**config.mk**
```make
export PLATFORM = sky130hd
export DESIGN_NAME = crypto_host_port
export DESIGN_NICKNAME = d
export VERILOG_FILES = /design/src/rtl/crypto_host_port.sv
export SDC_FILE = /design/constraint.sdc
export NUM_CORES = 1
export LEC_CHECK = 0
export ABC_AREA = 1
export BUFFER_PORTS_ARGS = -buffer_cell sky130_fd_sc_hd__buf_2
export CAP_MARGIN = 20
export CELL_PAD_IN_SITES_DETAIL_PLACEMENT = 0
export CELL_PAD_IN_SITES_GLOBAL_PLACEMENT = 2
export CORE_AREA = 2 2 268 270
export DETAILED_ROUTE_END_ITERATION = 10
export DIE_AREA = 0 0 270 272
export HOLD_SLACK_MARGIN = 0.03
export PLACE_DENSITY_LB_ADDON = 0.1
export SYNTH_ARGS = -nofsm -noshare
export SYNTH_HDL_FRONTEND = slang
export SYNTH_SLANG_ARGS = --single-unit
```
**constraint.sdc**
```tcl
create_clock -name clk -period 1.9 [get_ports clk]
set_input_delay 0.38 -clock clk [delete_from_list [all_inputs] [get_ports clk]]
set_output_delay 0.38 -clock clk [all_outputs]
set_load 0.02 [all_outputs]
```
**src/rtl/crypto_host_port.sv**
```systemverilog
module crypto_host_port #(
  parameter int KEY_WORDS = 8,
  localparam int KIW = (KEY_WORDS > 1) ? $clog2(KEY_WORDS) : 1
) (
  input  logic                    clk,
  input  logic                    rst,
  input  logic [4:0]              addr,
  input  logic                    wr,
  input  logic                    rd,
  input  logic [31:0]             wdata,
  output logic [31:0]             rdata,
  output logic                    wait_o,
  output logic                    irq_o,
  output logic [KEY_WORDS*32-1:0] key_o,
  output logic [127:0]            data_o,
  output logic                    key_valid_o,
  output logic                    start_enc,
  output logic                    start_dec,
  input  logic                    core_done,
  input  logic                    core_key_ready,
  input  logic [127:0]            core_result
);
  logic [KEY_WORDS-1:0][31:0] key_w;
  logic [3:0][31:0] data_w, res_w;
  logic kv, ie, enc_b, dec_b;
  logic [31:0] rd_mux;

  wire busy     = enc_b | dec_b;
  wire ctrl_wr  = wr && addr == 5'd31;
  wire key_wr   = wr && addr[4:3] == 2'b00;
  wire key_blk  = kv && !core_key_ready;
  wire done_hit = core_done && busy;
  wire res_rd   = rd && addr[4:2] == 3'b011;

  assign key_o       = key_w;
  assign data_o      = data_w;
  assign key_valid_o = kv;

  always_comb begin
    rd_mux = '0;
    if (addr == 5'd31) rd_mux = {24'b0, kv, ie, 4'b0, dec_b, enc_b};
    else if (addr[4:2] == 3'b011) rd_mux = res_w[addr[1:0]];
  end

  always_ff @(posedge clk) begin
    if (rst) begin
      key_w <= '0; data_w <= '0; res_w <= '0;
      kv <= 1'b0; ie <= 1'b0; enc_b <= 1'b0; dec_b <= 1'b0;
      start_enc <= 1'b0; start_dec <= 1'b0;
      wait_o <= 1'b0; irq_o <= 1'b0; rdata <= '0;
    end else begin
      wait_o <= key_wr && key_blk;
      if (key_wr && !key_blk && 32'(addr) < KEY_WORDS) key_w[addr[KIW-1:0]] <= wdata;
      if (wr && addr[4:2] == 3'b010) data_w[addr[1:0]] <= wdata;
      start_enc <= ctrl_wr && wdata[7] && !busy && wdata[0];
      start_dec <= ctrl_wr && wdata[7] && !busy && !wdata[0] && wdata[1];
      if (ctrl_wr) begin
        kv    <= wdata[7];
        ie    <= wdata[6];
        enc_b <= wdata[7] && (busy ? enc_b : wdata[0]);
        dec_b <= wdata[7] && (busy ? dec_b : (wdata[1] && !wdata[0]));
      end
      if (done_hit) begin
        enc_b <= 1'b0;
        dec_b <= 1'b0;
        res_w <= core_result;
      end
      if (done_hit && ie) irq_o <= 1'b1;
      else if (res_rd || (ctrl_wr && !wdata[6])) irq_o <= 1'b0;
      rdata <= rd ? rd_mux : '0;
    end
  end

  assert_start_excl_R4: assert property (@(posedge clk) disable iff (rst)
    !(start_enc && start_dec));
  assert_start_pulse_R4: assert property (@(posedge clk) disable iff (rst)
    start_enc |=> !start_enc);
  assert_done_clears_R5: assert property (@(posedge clk) disable iff (rst)
    done_hit |=> !(enc_b || dec_b));
  assert_irq_clear_R6: assert property (@(posedge clk) disable iff (rst)
    (res_rd && !done_hit) |=> !irq_o);
  assert_irq_off_R6: assert property (@(posedge clk) disable iff (rst)
    (!ie && !(ctrl_wr && wdata[6])) |=> $stable(irq_o) || !irq_o);
  assert_wait_R7: assert property (@(posedge clk) disable iff (rst)
    (key_wr && kv && !core_key_ready) |=> wait_o);
  assert_abort_R8: assert property (@(posedge clk) disable iff (rst)
    (ctrl_wr && !wdata[7]) |=> !key_valid_o && !start_enc && !start_dec);
  assert_rdata_idle_R9: assert property (@(posedge clk) disable iff (rst)
    !rd |=> rdata == 32'd0);
endmodule

```
==> metrics.yaml <==
routing:
  wl_per_cell_um: 20.73
  initialDrtViolationCount: 1130
  wl_met2_mm: 41.27
  routed.top_layer: "met5"
  postRouteAntennaNets: 0
  avgViaCountPerCell: 4.578
  drt-met1-wl_mm: 35.77
  wl_mm: 84.95
  post-route-drc-count: 0
  vias: 18758
  wl_met3_mm: 5.701
  drtPass1Iterations: 5
run_status:
  status: "finished clean"
floorplan:
  initial_core_util_pct: 27.61
  rows: 98
  core_sq_um: 70750
  die_x_um: 270
  dieArea_sq_um: 73440
  fp.dieH_um: 272
  io_pins: 592
synthesis:
  syn-cell-area_sq_um: 19530
  synth_top_flop_cell: "dfxtp_1"
  avgSynthCellArea_sq_um: 7.729
  netlist_top_cells_area: "dfxtp_1 57%, nor2_1 17%, o21ai_0 12%, a21oi_1 2.9%, clkbuf_1 2.7%"
  ys_ff_latch: 552
  yosysTopAreaCell: "dfxtp_1"
  synth_seq_area_share_pct: 56.58
  yosysWarnings: 0
  netlist_top_cells_count: "874 x nor2_1, 552 x dfxtp_1, 466 x o21ai_0"
  syn-num-nets: 2698
  ys_types: 25
  ys_async_sr_fraction_pct: 0
  synth_top_area_share_pct: 56.58
  syn_inst: 2527
  synth_edf_count: 0
  yosysMostFrequentCell: "nor2_1"
power:
  sw_frac_of_total_pct: 23.80
  ir_drop_v: 0.0006142
  p_int_uw: 19840
  power_uw: 26030
  p_clk_share_pct: 48.9
  leakagePower_uw: 0.01127
  p_per_area_nw_per_um2: 986.4
  pwr-share-seq_pct: 45.2
  combPwrFrac_pct: 5.9
  switching_power_uw: 6196
sta:
  setup_viol: 0
  rsz0062_at_grt: "false"
  fin_crit_ns: 1.674
  timing.fmax_ghz: 0.5972
  hold_violations: 0
  worst_pin_slew_ns: 0.5022
  final.setup.worst_slack_ns: 0.2256
  slew_viol_final: 0
  finalCritPeriodShare_pct: 88.13
  max_slew_margin_pct: 66.52
  fin_skew_ns: 0.01651
critical_path:
  r2r_setup_slack_ns: 0.23
  worstPathCellList: "dlygate4sd3_1 > buf_2 > nor2_1 > nor2_2 > buf_12 > nand2_2 > inv_2 > buf_4 > nor2_1 > nor2_1"
  critical_path.max_stage_delay_ns: 0.53
  cpLargestDelayFamily: "buffers and inverters"
  crit_top_cell: "nor2_1"
  required_ns: 2.37
  crit_path_end_kind: "register"
  worstPathMaxFanout: 10
  crit_path_top_delay_cell: "dlygate4sd3_1"
  crit_type: "input pin to register"
  startpoint_type: "input pin"
  cp.buffers_inverters: 5
  crit_arrival_ns: 2.15
placed_design:
  dpl_worst_slack_ns: -0.1267
  port_buffers: 591
  placed_area_sq_um: 24050
  gp_congestion: 0.8456
  detailed_place_hpwl_mm: 60.24
grt:
  grt_pass1_wl_mm: 123.5
  grtUsageTotal_pct: 22.47
  grt_start_max_net_pins: 86
  grt_overflow: 0
  antenna_found_initial: 19
  grt_pass1_vias: 18249
flow_run:
  maxCapViolCount: 0
clock_tree:
  cts_tree: "yes"
  htree_levels: 3
  cts_root_buffer: "clkbuf_16"
  clk_pin_slew_ns: 0.06
  cts_max_path_buffers: 3
  clock_latency_ns: 0.59
  numCtsBuffers: 67
  cts.sinks: 552
finish:
  area_growth_pct: 35.13
  final_area_sq_um: 26390
  drive_gt1_share_pct: 26.29
  utilization_pct: 37.30
  fin_nets: 3259
hold_path:
  min-delay-path-class: "input pin to register"
-- final cells by class --
| cell class | count | area (sq um) |
|---|---|---|
| Clock buffer | 104 | 2069 |
| Antenna cell | 9 | 22.52 |
| Tap cell | 950 | 1189 |
| Clock inverter | 15 | 137.6 |
| Timing Repair Buffer | 694 | 4234 |
| Sequential cell | 552 | 11050 |
| Inverter | 136 | 518.0 |
| Fill cell | 7503 | 44360 |
| Multi-Input combinational cell | 1637 | 7172 |
-- flip-flops by register name (all words and copies together), names as in the netlist --
| signal | flops |
|---|---|
| rdata | 32 |
| wait_o | 1 |
| irq_o | 1 |
| data_o | 128 |
| dec_b | 1 |
| start_enc | 1 |
| ie | 1 |
| key_o | 256 |
| start_dec | 1 |
| enc_b | 1 |
| key_valid_o | 1 |
| res_w | 128 |
-- path summary, 6_finish.rpt --
| check | to | cells past startpoint | from |
|---|---|---|---|
| setup reg to reg | key_o[156] | 9 | key_valid_o |
| hold / removal | res_w[96] | 3 | core_result[96] |
| hold reg to reg | res_w[11] | 2 | res_w[11] |
| setup / recovery | key_o[156] | 10 | core_key_ready |
-- repair_timing --
item                                    4_1_cts  5_1_grt
endpoints found under the setup margin        4        0
resized for setup                             1        0
buffers inserted                              0        0
hold endpoints to repair                     11        0
hold buffers                                 11        0
-- cell usage in the layout (no fill, tap or decap), types with 3 or more instances in the layout --
master         count
o21ai_1           50
clkinv_8           3
a21oi_1          112
nand3_1            6
clkbuf_8          19
nand4_1            5
o22ai_1           54
nor2_2             3
clkinv_2          10
inv_2             18
nor2_1           874
nand2_2           12
o21ai_0          466
buf_12            38
dfxtp_1          552
clkbuf_1          15
nor3_1             3
inv_1            117
clkbuf_16         70
buf_4             54
diode_2            9
buf_2            591
nand2_1           44
dlygate4sd3_1     11
-- metal layers --
layer	global-route usage, %	vias to the layer above
li1	-	9278
met1	27.22	8811
met2	38.72	541
met3	6.154	120
met4	6.857	8
met5	0	-
-- tightest hold or removal path: stages --
cell	delay [ns]
buf_2	0.08
o21ai_0	0.08
nor2_1	0.08
-- power groups by stage --
stage                     sequential [uW]  combinational (uW)  clock, uW
after floorplan                     12100                 644          0
after global routing                11800                1690      13600
after detailed placement            12000                1550          0
after global placement              12000                1540          0
final                               11800                1540      12700
after CTS                           11800                1570      13100
-- cells by family (layout without fill, tap and decap cells) --
family	after synthesis	count (layout)	synth area share (%)
other	0	9	0
buffers and inverters	338	949	6.874
AO/OA/AOI/OAI	685	685	17.92
AND/OR/NAND/NOR	952	952	18.62
flip-flops	552	552	56.58
-- through the flow --
step | cells | setup TNS (ns) | hold WS (ns)
finish | 4097 | 0 | 0.06336
global route | 4091 | 0 | 0.06130
CTS | 4088 | 0 | 0.03023
detailed placement | 3958 | -3.383 | 0.4434
global placement | 3958 | -2.113 | 0.4387
floorplan | 2527 | 0 | 0.4297
(Power assumes the default switching activity.)
